## src/rtl/lrt_pkg.sv

```systemverilog
package lrt_pkg;
   localparam int KIND_W = 4;
   localparam int NUM_CF = 4;

   typedef enum logic [KIND_W-1:0] {
      RQ_LOAD        = 4'd0,
      RQ_IFETCH      = 4'd1,
      RQ_LOAD_LINKED = 4'd2,
      RQ_STORE       = 4'd3,
      RQ_ATOMIC      = 4'd4,
      RQ_STORE_COND  = 4'd5,
      RQ_LOCK_RD     = 4'd6,
      RQ_LOCK_WR     = 4'd7,
      RQ_FLUSH       = 4'd8,
      RQ_PREFETCH    = 4'd9
   } rq_kind_e;

   typedef enum logic [1:0] {
      CF_ST_LD = 2'd0,
      CF_ST_ST = 2'd1,
      CF_LD_ST = 2'd2,
      CF_LD_LD = 2'd3
   } conflict_e;

   // write-class membership; undefined codes fall to the read class
   function automatic logic is_write_class(input logic [KIND_W-1:0] k);
      case (k)
         RQ_STORE, RQ_ATOMIC, RQ_STORE_COND,
         RQ_LOCK_RD, RQ_LOCK_WR, RQ_FLUSH: return 1'b1;
         default:                          return 1'b0;
      endcase
   endfunction
endpackage

```

## src/rtl/lrt_cam.sv

```systemverilog
module lrt_cam #(
   parameter int DEPTH  = 4,
   parameter int ADDR_W = 32,
   parameter int KIND_W = 4,
   parameter int CYC_W  = 16
) (
   input  logic                              clk,
   input  logic                              rst_n,
   input  logic [ADDR_W-1:0]                 look_line,
   output logic                              look_hit,
   input  logic                              free_en,
   input  logic [ADDR_W-1:0]                 free_line,
   output logic                              free_hit,
   input  logic                              ins_en,
   input  logic [KIND_W-1:0]                 ins_kind,
   input  logic [CYC_W-1:0]                  ins_cyc,
   output logic                              ins_room,
   output logic [DEPTH-1:0]                  ent_valid,
   output logic [DEPTH-1:0][ADDR_W-1:0]      ent_line,
   output logic [DEPTH-1:0][KIND_W-1:0]      ent_kind,
   output logic [DEPTH-1:0][CYC_W-1:0]       ent_cyc
);
   logic [DEPTH-1:0] free_mask;
   logic [DEPTH-1:0] live;
   logic [DEPTH-1:0] look_mask;
   logic [DEPTH-1:0] ins_sel;

   // per-entry comparators; frees are applied before the lookup
   for (genvar i = 0; i < DEPTH; i++) begin : g_cmp
      assign free_mask[i] = free_en & ent_valid[i] & (ent_line[i] == free_line);
      assign live[i]      = ent_valid[i] & ~free_mask[i];
      assign look_mask[i] = live[i] & (ent_line[i] == look_line);
   end

   assign look_hit = |look_mask;
   assign free_hit = |free_mask;

   // lowest free slot after this cycle's free
   always_comb begin
      ins_sel  = '0;
      ins_room = 1'b0;
      for (int i = 0; i < DEPTH; i++) begin
         if (!live[i] && !ins_room) begin
            ins_sel[i] = 1'b1;
            ins_room   = 1'b1;
         end
      end
   end

   for (genvar i = 0; i < DEPTH; i++) begin : g_ent
      always_ff @(posedge clk) begin
         if (!rst_n) begin
            ent_valid[i] <= 1'b0;
            ent_line[i]  <= '0;
            ent_kind[i]  <= '0;
            ent_cyc[i]   <= '0;
         end else if (ins_en && ins_sel[i]) begin
            ent_valid[i] <= 1'b1;
            ent_line[i]  <= look_line;
            ent_kind[i]  <= ins_kind;
            ent_cyc[i]   <= ins_cyc;
         end else begin
            ent_valid[i] <= live[i];
         end
      end
   end
endmodule

```

## src/rtl/lrt_sat_cnt.sv

```systemverilog
module lrt_sat_cnt #(
   parameter int W = 16
) (
   input  logic         clk,
   input  logic         rst_n,
   input  logic         inc,
   output logic [W-1:0] value
);
   always_ff @(posedge clk) begin
      if (!rst_n)                  value <= '0;
      else if (inc && value != '1) value <= value + W'(1);
   end
endmodule

```

## src/rtl/lrt_watchdog.sv

```systemverilog
module lrt_watchdog #(
   parameter int ENT    = 8,
   parameter int ADDR_W = 32,
   parameter int KIND_W = 4,
   parameter int CYC_W  = 16,
   parameter int THRESH = 64
) (
   input  logic                         clk,
   input  logic                         rst_n,
   input  logic                         any_out,
   input  logic [CYC_W-1:0]             cyc_now,
   input  logic [ENT-1:0]               ent_valid,
   input  logic [ENT-1:0][ADDR_W-1:0]   ent_line,
   input  logic [ENT-1:0][KIND_W-1:0]   ent_kind,
   input  logic [ENT-1:0][CYC_W-1:0]    ent_cyc,
   output logic                         chk_fire,
   output logic                         dl_flag,
   output logic [ADDR_W-1:0]            dl_line,
   output logic [KIND_W-1:0]            dl_kind
);
   localparam int TW = (THRESH > 2) ? $clog2(THRESH) : 1;

   logic                        armed;
   logic [TW-1:0]               timer;
   logic [ENT-1:0][CYC_W-1:0]   age;
   logic                        scan_hit;
   logic [ADDR_W-1:0]           scan_line;
   logic [KIND_W-1:0]           scan_kind;

   for (genvar i = 0; i < ENT; i++) begin : g_age
      assign age[i] = cyc_now - ent_cyc[i];
   end

   always_comb begin
      scan_hit  = 1'b0;
      scan_line = '0;
      scan_kind = '0;
      for (int i = 0; i < ENT; i++) begin
         if (ent_valid[i] && age[i] >= CYC_W'(THRESH) && !scan_hit) begin
            scan_hit  = 1'b1;
            scan_line = ent_line[i];
            scan_kind = ent_kind[i];
         end
      end
   end

   assign chk_fire = armed && (timer == '0) && any_out;

   always_ff @(posedge clk) begin
      if (!rst_n) begin
         armed   <= 1'b0;
         timer   <= '0;
         dl_flag <= 1'b0;
         dl_line <= '0;
         dl_kind <= '0;
      end else begin
         if (!any_out) begin
            armed <= 1'b0;
         end else if (!armed) begin
            armed <= 1'b1;
            timer <= TW'(THRESH - 1);
         end else if (timer == '0) begin
            timer <= TW'(THRESH - 1);
         end else begin
            timer <= timer - TW'(1);
         end
         if (chk_fire && scan_hit && !dl_flag) begin
            dl_flag <= 1'b1;
            dl_line <= scan_line;
            dl_kind <= scan_kind;
         end
      end
   end
endmodule

```

## src/rtl/line_req_tracker.sv

```systemverilog
module line_req_tracker
   import lrt_pkg::*;
#(
   parameter int ADDR_W  = 32,
   parameter int MAX_OUT = 4,
   parameter int CNT_W   = 16,
   parameter int THRESH  = 64,
   parameter int CYC_W   = 16
) (
   input  logic                          clk,
   input  logic                          rst_n,
   input  logic                          req_valid,
   output logic                          req_ready,
   input  logic [ADDR_W-1:0]             req_line,
   input  logic [3:0]                    req_kind,
   output logic                          req_accept,
   output logic                          req_alias,
   input  logic                          cpl_valid,
   input  logic                          cpl_is_write,
   input  logic [ADDR_W-1:0]             cpl_line,
   output logic [$clog2(MAX_OUT+1)-1:0]  outstanding,
   output logic [CNT_W-1:0]              cnt_store_on_load,
   output logic [CNT_W-1:0]              cnt_store_on_store,
   output logic [CNT_W-1:0]              cnt_load_on_store,
   output logic [CNT_W-1:0]              cnt_load_on_load,
   output logic                          deadlock,
   output logic [ADDR_W-1:0]             deadlock_line,
   output logic [3:0]                    deadlock_kind
);
   localparam int DEPTH = MAX_OUT;
   localparam int OCC_W = $clog2(MAX_OUT + 1);
   localparam int ENT   = 2 * DEPTH;

   if (MAX_OUT < 1)                     begin : g_bad_max   $error("MAX_OUT must be positive"); end
   if (THRESH < 2)                      begin : g_bad_thr   $error("THRESH must be at least 2"); end
   if (THRESH >= (1 << (CYC_W - 1)))    begin : g_bad_cyc   $error("CYC_W too narrow for THRESH"); end
   if (CNT_W < 1)                       begin : g_bad_cnt   $error("CNT_W must be positive"); end

   logic [CYC_W-1:0]                 cyc_q;
   logic [OCC_W-1:0]                 occ_q;
   logic                             req_is_wr, fire, room;
   logic                             rd_hit, wr_hit, rd_free_hit, wr_free_hit;
   logic                             rd_room, wr_room;
   logic [NUM_CF-1:0]                cf;
   logic [NUM_CF-1:0][CNT_W-1:0]     cf_cnt;
   logic                             wd_fire;

   logic [DEPTH-1:0]                 rd_valid, wr_valid;
   logic [DEPTH-1:0][ADDR_W-1:0]     rd_line, wr_line;
   logic [DEPTH-1:0][KIND_W-1:0]     rd_kind, wr_kind;
   logic [DEPTH-1:0][CYC_W-1:0]      rd_cyc, wr_cyc;

   assign req_is_wr = is_write_class(req_kind);
   assign req_ready = (occ_q < OCC_W'(MAX_OUT));
   assign fire      = req_valid & req_ready;

   // conflict classification; the opposite table is checked first
   assign cf[CF_ST_LD] = fire &  req_is_wr & rd_hit;
   assign cf[CF_ST_ST] = fire &  req_is_wr & ~rd_hit & wr_hit;
   assign cf[CF_LD_ST] = fire & ~req_is_wr & wr_hit;
   assign cf[CF_LD_LD] = fire & ~req_is_wr & ~wr_hit & rd_hit;

   assign req_alias  = |cf;
   assign room       = req_is_wr ? wr_room : rd_room;
   assign req_accept = fire & ~req_alias & room;

   lrt_cam #(.DEPTH(DEPTH), .ADDR_W(ADDR_W), .KIND_W(KIND_W), .CYC_W(CYC_W)) u_rd_tab (
      .clk       (clk),
      .rst_n     (rst_n),
      .look_line (req_line),
      .look_hit  (rd_hit),
      .free_en   (cpl_valid & ~cpl_is_write),
      .free_line (cpl_line),
      .free_hit  (rd_free_hit),
      .ins_en    (req_accept & ~req_is_wr),
      .ins_kind  (req_kind),
      .ins_cyc   (cyc_q),
      .ins_room  (rd_room),
      .ent_valid (rd_valid),
      .ent_line  (rd_line),
      .ent_kind  (rd_kind),
      .ent_cyc   (rd_cyc)
   );

   lrt_cam #(.DEPTH(DEPTH), .ADDR_W(ADDR_W), .KIND_W(KIND_W), .CYC_W(CYC_W)) u_wr_tab (
      .clk       (clk),
      .rst_n     (rst_n),
      .look_line (req_line),
      .look_hit  (wr_hit),
      .free_en   (cpl_valid & cpl_is_write),
      .free_line (cpl_line),
      .free_hit  (wr_free_hit),
      .ins_en    (req_accept & req_is_wr),
      .ins_kind  (req_kind),
      .ins_cyc   (cyc_q),
      .ins_room  (wr_room),
      .ent_valid (wr_valid),
      .ent_line  (wr_line),
      .ent_kind  (wr_kind),
      .ent_cyc   (wr_cyc)
   );

   for (genvar g = 0; g < NUM_CF; g++) begin : g_cf_cnt
      lrt_sat_cnt #(.W(CNT_W)) u_cnt (
         .clk   (clk),
         .rst_n (rst_n),
         .inc   (cf[g]),
         .value (cf_cnt[g])
      );
   end

   assign cnt_store_on_load  = cf_cnt[CF_ST_LD];
   assign cnt_store_on_store = cf_cnt[CF_ST_ST];
   assign cnt_load_on_store  = cf_cnt[CF_LD_ST];
   assign cnt_load_on_load   = cf_cnt[CF_LD_LD];

   always_ff @(posedge clk) begin
      if (!rst_n) begin
         cyc_q <= '0;
         occ_q <= '0;
      end else begin
         cyc_q <= cyc_q + CYC_W'(1);
         occ_q <= occ_q + OCC_W'(req_accept) - OCC_W'(rd_free_hit | wr_free_hit);
      end
   end

   assign outstanding = occ_q;

   lrt_watchdog #(.ENT(ENT), .ADDR_W(ADDR_W), .KIND_W(KIND_W), .CYC_W(CYC_W), .THRESH(THRESH)) u_wd (
      .clk       (clk),
      .rst_n     (rst_n),
      .any_out   (occ_q != '0),
      .cyc_now   (cyc_q),
      .ent_valid ({wr_valid, rd_valid}),
      .ent_line  ({wr_line, rd_line}),
      .ent_kind  ({wr_kind, rd_kind}),
      .ent_cyc   ({wr_cyc, rd_cyc}),
      .chk_fire  (wd_fire),
      .dl_flag   (deadlock),
      .dl_line   (deadlock_line),
      .dl_kind   (deadlock_kind)
   );
endmodule

```

## config.mk

```make
export PLATFORM = sky130hd
export DESIGN_NAME = line_req_tracker
export DESIGN_NICKNAME = d
export VERILOG_FILES = /design/src/rtl/lrt_pkg.sv /design/src/rtl/lrt_cam.sv /design/src/rtl/lrt_sat_cnt.sv /design/src/rtl/lrt_watchdog.sv /design/src/rtl/line_req_tracker.sv
export SDC_FILE = /design/constraint.sdc
export NUM_CORES = 2
export LEC_CHECK = 0
export BUFFER_PORTS_ARGS = -buffer_cell sky130_fd_sc_hd__buf_2
export CAP_MARGIN = 10
export CORE_AREA = 10 10 305 307
export DETAILED_ROUTE_END_ITERATION = 7
export DIE_AREA = 0 0 315 317
export PLACE_DENSITY = 0.62
export SLEW_MARGIN = 5
export SYNTH_ARGS = -nofsm -noshare
export SYNTH_HDL_FRONTEND = slang
export SYNTH_SLANG_ARGS = --single-unit
export TNS_END_PERCENT = 50
```

## constraint.sdc

```tcl
create_clock -name clk -period 3.97 [get_ports clk]
set_input_delay 0.397 -clock clk [delete_from_list [all_inputs] [get_ports clk]]
set_output_delay 0.397 -clock clk [all_outputs]
set_load 0.02 [all_outputs]
```

==> results.json <==
{
  "status": "complete, but fails checks",
  "violations": "negative setup slack",
  "path_class": "reg -> reg",
  "slew_headroom": 0.322,
  "placed_cell_area_mm2": 0.0414,
  "start_kind": "flop",
  "gr-total-overflow": 0,
  "routed_via_density": 5.70,
  "crit_top_cell": "buf_6",
  "drive_gt1_frac": 0.263,
  "async_reset_ff_frac": 0,
  "drcViolationCount": 0,
  "p_leak_nw": 19.8,
  "fmaxAchievable_mhz": 250,
  "r2r_cells": 18,
  "grt_pass1_vias": 32500,
  "die-area_mm2": 0.0999,
  "slowest_delay_ps": 360,
  "r2r_slack_ps": -20,
  "root_buffer": "clkbuf_16",
  "wl_per_cell_um": 28.0,
  "grt_max_degree": 133,
  "grt_pass1_wl_mm": 232,
  "drv_cap": 0,
  "endpoint_kind": "flop",
  "crit_path_max_fanout": 5,
  "syn_to_final_growth_pct": 32.9,
  "setup_violations": 4,
  "synth_cell_types": 93,
  "antenna_found_initial": 7,
  "r2r_end": "u_wd.dl_line[17]",
  "dp_cells": 5797,
  "nNetsFinal": 4964,
  "crit_arrival_ps": 4530,
  "hold_end": "u_rd_tab.ent_line[35]",
  "report.final.slew_viol_count": 0,
  "netlist.area_leader.share": 0.320,
  "vdd_drop_max_uv": 311,
  "rows": 108,
  "grt_usage": 0.318,
  "ys_ff_latch": 551,
  "ant_nets": 0,
  "portBuffers": 179,
  "cts.path.max_buffers": 3,
  "hpwl_mm": 125,
  "whs_ps": 141,
  "cts_hold_buf": 0,
  "synth_edf_count": 0,
  "stdcell_count": 5967,
  "required_ps": 4510,
  "synth.avg_cell_area_um2": 8.45,
  "synthTopCellsByArea": "dfxtp_1 (32%), mux2i_1 (12%), xnor2_1 (9.5%)",
  "cts_sinks": 551,
  "core_area_mm2": 0.0866,
  "vias": 34000,
  "gp_congestion": 1.14,
  "fillers": 8145,
  "power.density_mw_per_mm2": 358,
  "holdCritPathClass": "in -> reg",
  "syn-instance-count": 4075,
  "cts_tree": "built",
  "wirelength_mm": 167,
  "r2r-start": "u_rd_tab.ent_cyc[55]",
  "period_share": 1.01,
  "min_delay_path_depth": 3,
  "cts_buffers": 70,
  "place_worst_setup_slack_ps": -440,
  "synth_nets": 4286,
  "dr.pass1.iters": 6,
  "syn-cell-area_mm2": 0.0344,
  "die_h_um": 317,
  "hold_viol_final": 0,
  "cts.clk_slew.worst_paths_ps": 60,
  "h-tree-depth": 3,
  "tightest_slew_ps": 1020,
  "slowest_stage": "a311o_1",
  "hp-start": "req_line[3]",
  "initial_core_util": 0.398,
  "skew_ps": 28.7,
  "ys_warn_count": 0,
  "fin_crit_ps": 3990,
  "rsz0062_at_grt": "true",
  "die_x_um": 315,
  "clock_latency_ps": 630,
  "io_pins": 180,
  "yosys.area.top_type": "dfxtp_1",
  "finalWorstSetupSlack_ps": -22.2,
  "yosys_most_used_dff": "dfxtp_1",
  "dr.first_iter.drc_count": 3471,
  "path_cells": "inv_1 -> ha_1 -> o21ai_1 -> o21ai_2 -> o31ai_2 -> o21ai_2 -> a31o_2 -> a311o_1 -> o31a_1 -> buf_4 -> nand4bb_1 -> buf_6 -> nor4_4 -> buf_6 -> buf_6 -> buf_16 -> a222oi_1 -> a31oi_1",
  "fin_area_mm2": 0.0458,
  "seq_area_frac_synth": 0.320
}
==> metal layers <==
layer,vias to the layer above,routed length (um),GRT usage
li1,15500,-,-
met1,16400,66100,0.390
met2,1620,73600,0.499
met3,532,12100,0.0511
met4,6,15400,0.236
met5,-,46,0
==> stage by stage <==
step	total power [mW]	util	setup TNS, ps
4_1_cts	16.2	0.516	-274
5_1_grt	16.8	0.528	-3150
3_5_place_dp	9.09	0.478	-132350
2_1_floorplan	7.56	-	0
6_report	16.4	0.528	-58.5
3_3_place_gp	9.09	0.478	-138960
==> cell families (layout without fill, tap and decap cells) <==
group                    count (synthesis)  after routing  synth area share
AO/OA/AOI/OAI                          586            586             0.111
XOR/XNOR                               618            618             0.157
adder cells (fa/ha/maj)                138            138            0.0521
buffers and inverters                  481           1213            0.0601
flip-flops                             551            551             0.320
multiplexers                           409            409             0.119
other                                    0              5                 0
AND/OR/NAND/NOR                       1292           1292             0.180
==> cells in the mapped netlist (19+ instances only) <==
library cell and instances:
and2_1 42, a31oi_1 67, buf_2 58, xnor2_1 372
nor3_1 38, o21ai_1 30, inv_1 187, a21oi_1 184
nand4b_1 19, a221oi_1 24, xor2_1 246, nor2_1 546
a2111oi_0 20, dfxtp_1 551, ha_1 129, mux2i_1 405
nand2b_1 21, a21o_1 22, and3_1 33, nand3_1 85
or3_1 26, buf_1 33, nor4_1 69, clkbuf_1 168
or2_2 21, o21ai_0 78, nand4_1 111, nand2_1 209
==> cell usage in the layout, fill, tap and decap left out, types with 66 or more instances in the layout <==
| master | n |
|---|---|
| nand2_1 | 192 |
| ha_1 | 120 |
| buf_4 | 620 |
| nor2_1 | 544 |
| dfxtp_1 | 524 |
| xor2_1 | 244 |
| inv_1 | 183 |
| nand4_1 | 111 |
| mux2i_1 | 404 |
| nand3_1 | 83 |
| o21ai_0 | 66 |
| a21oi_1 | 171 |
| clkbuf_16 | 79 |
| xnor2_1 | 351 |
| buf_2 | 178 |
==> what timing repair did <==
| action | CTS | global route |
|---|---|---|
| gates resized for setup | 107 | 183 |
| setup buffers | 17 | 13 |
| gates cloned | 8 | 7 |
| pin swaps | 34 | 109 |
| setup endpoints to repair | 355 | 267 |
| hold endpoints to repair | 0 | 0 |
==> report_power, final <==
group          internal [mW]  switching (mW)  total (mW)
Combinational           1.43            2.04        3.47
Clock                   4.30            2.71        7.02
Sequential              5.69           0.197        5.89
==> area by class of cell <==
cell class / instances / area, um^2 / area share
Antenna cell: 5 / 12.5 / 0.000273
Clock buffer: 95 / 2100 / 0.0459
Clock inverter: 31 / 424 / 0.00927
Inverter: 188 / 716 / 0.0156
Multi-Input combinational cell: 3043 / 22500 / 0.493
Sequential cell: 551 / 11100 / 0.242
Tap cell: 1155 / 1450 / 0.0316
Timing Repair Buffer: 899 / 7460 / 0.163
==> worst max path at each step <==
stage	cells after the start	to	start
after floorplan	16	u_wd.dl_line[0]	cyc_q[0]
after detailed placement	20	u_wr_tab.ent_cyc[29]	cpl_line[25]
after global placement	20	u_wr_tab.ent_cyc[24]	cpl_line[25]
after CTS	15	req_accept	u_wr_tab.ent_line[123]
after global routing	19	u_wd.dl_line[3]	cyc_q[0]
final	18	u_wd.dl_line[17]	u_rd_tab.ent_cyc[55]
==> worst max-delay path, delay by kind of cell, from the launching register on <==
family	cells	cell delay, ps
AO/OA/AOI/OAI	9	2060
adder cells (fa/ha/maj)	1	280
buffers and inverters	6	880
flip-flops	1	330
AND/OR/NAND/NOR	2	360
==> flip-flops by register name (all words and copies together), names as in the netlist, 6 cells and up <==
signal,cells
u_wr_tab.ent_kind,16
u_rd_tab.ent_kind,16
cyc_q,16
u_rd_tab.ent_cyc,64
u_rd_tab.ent_line,128
u_wd.timer,6
u_wr_tab.ent_cyc,64
u_wr_tab.ent_line,128
g_cf_cnt.u_cnt.value,64
u_wd.dl_line,32
Power figures use the tool's default switching activity.
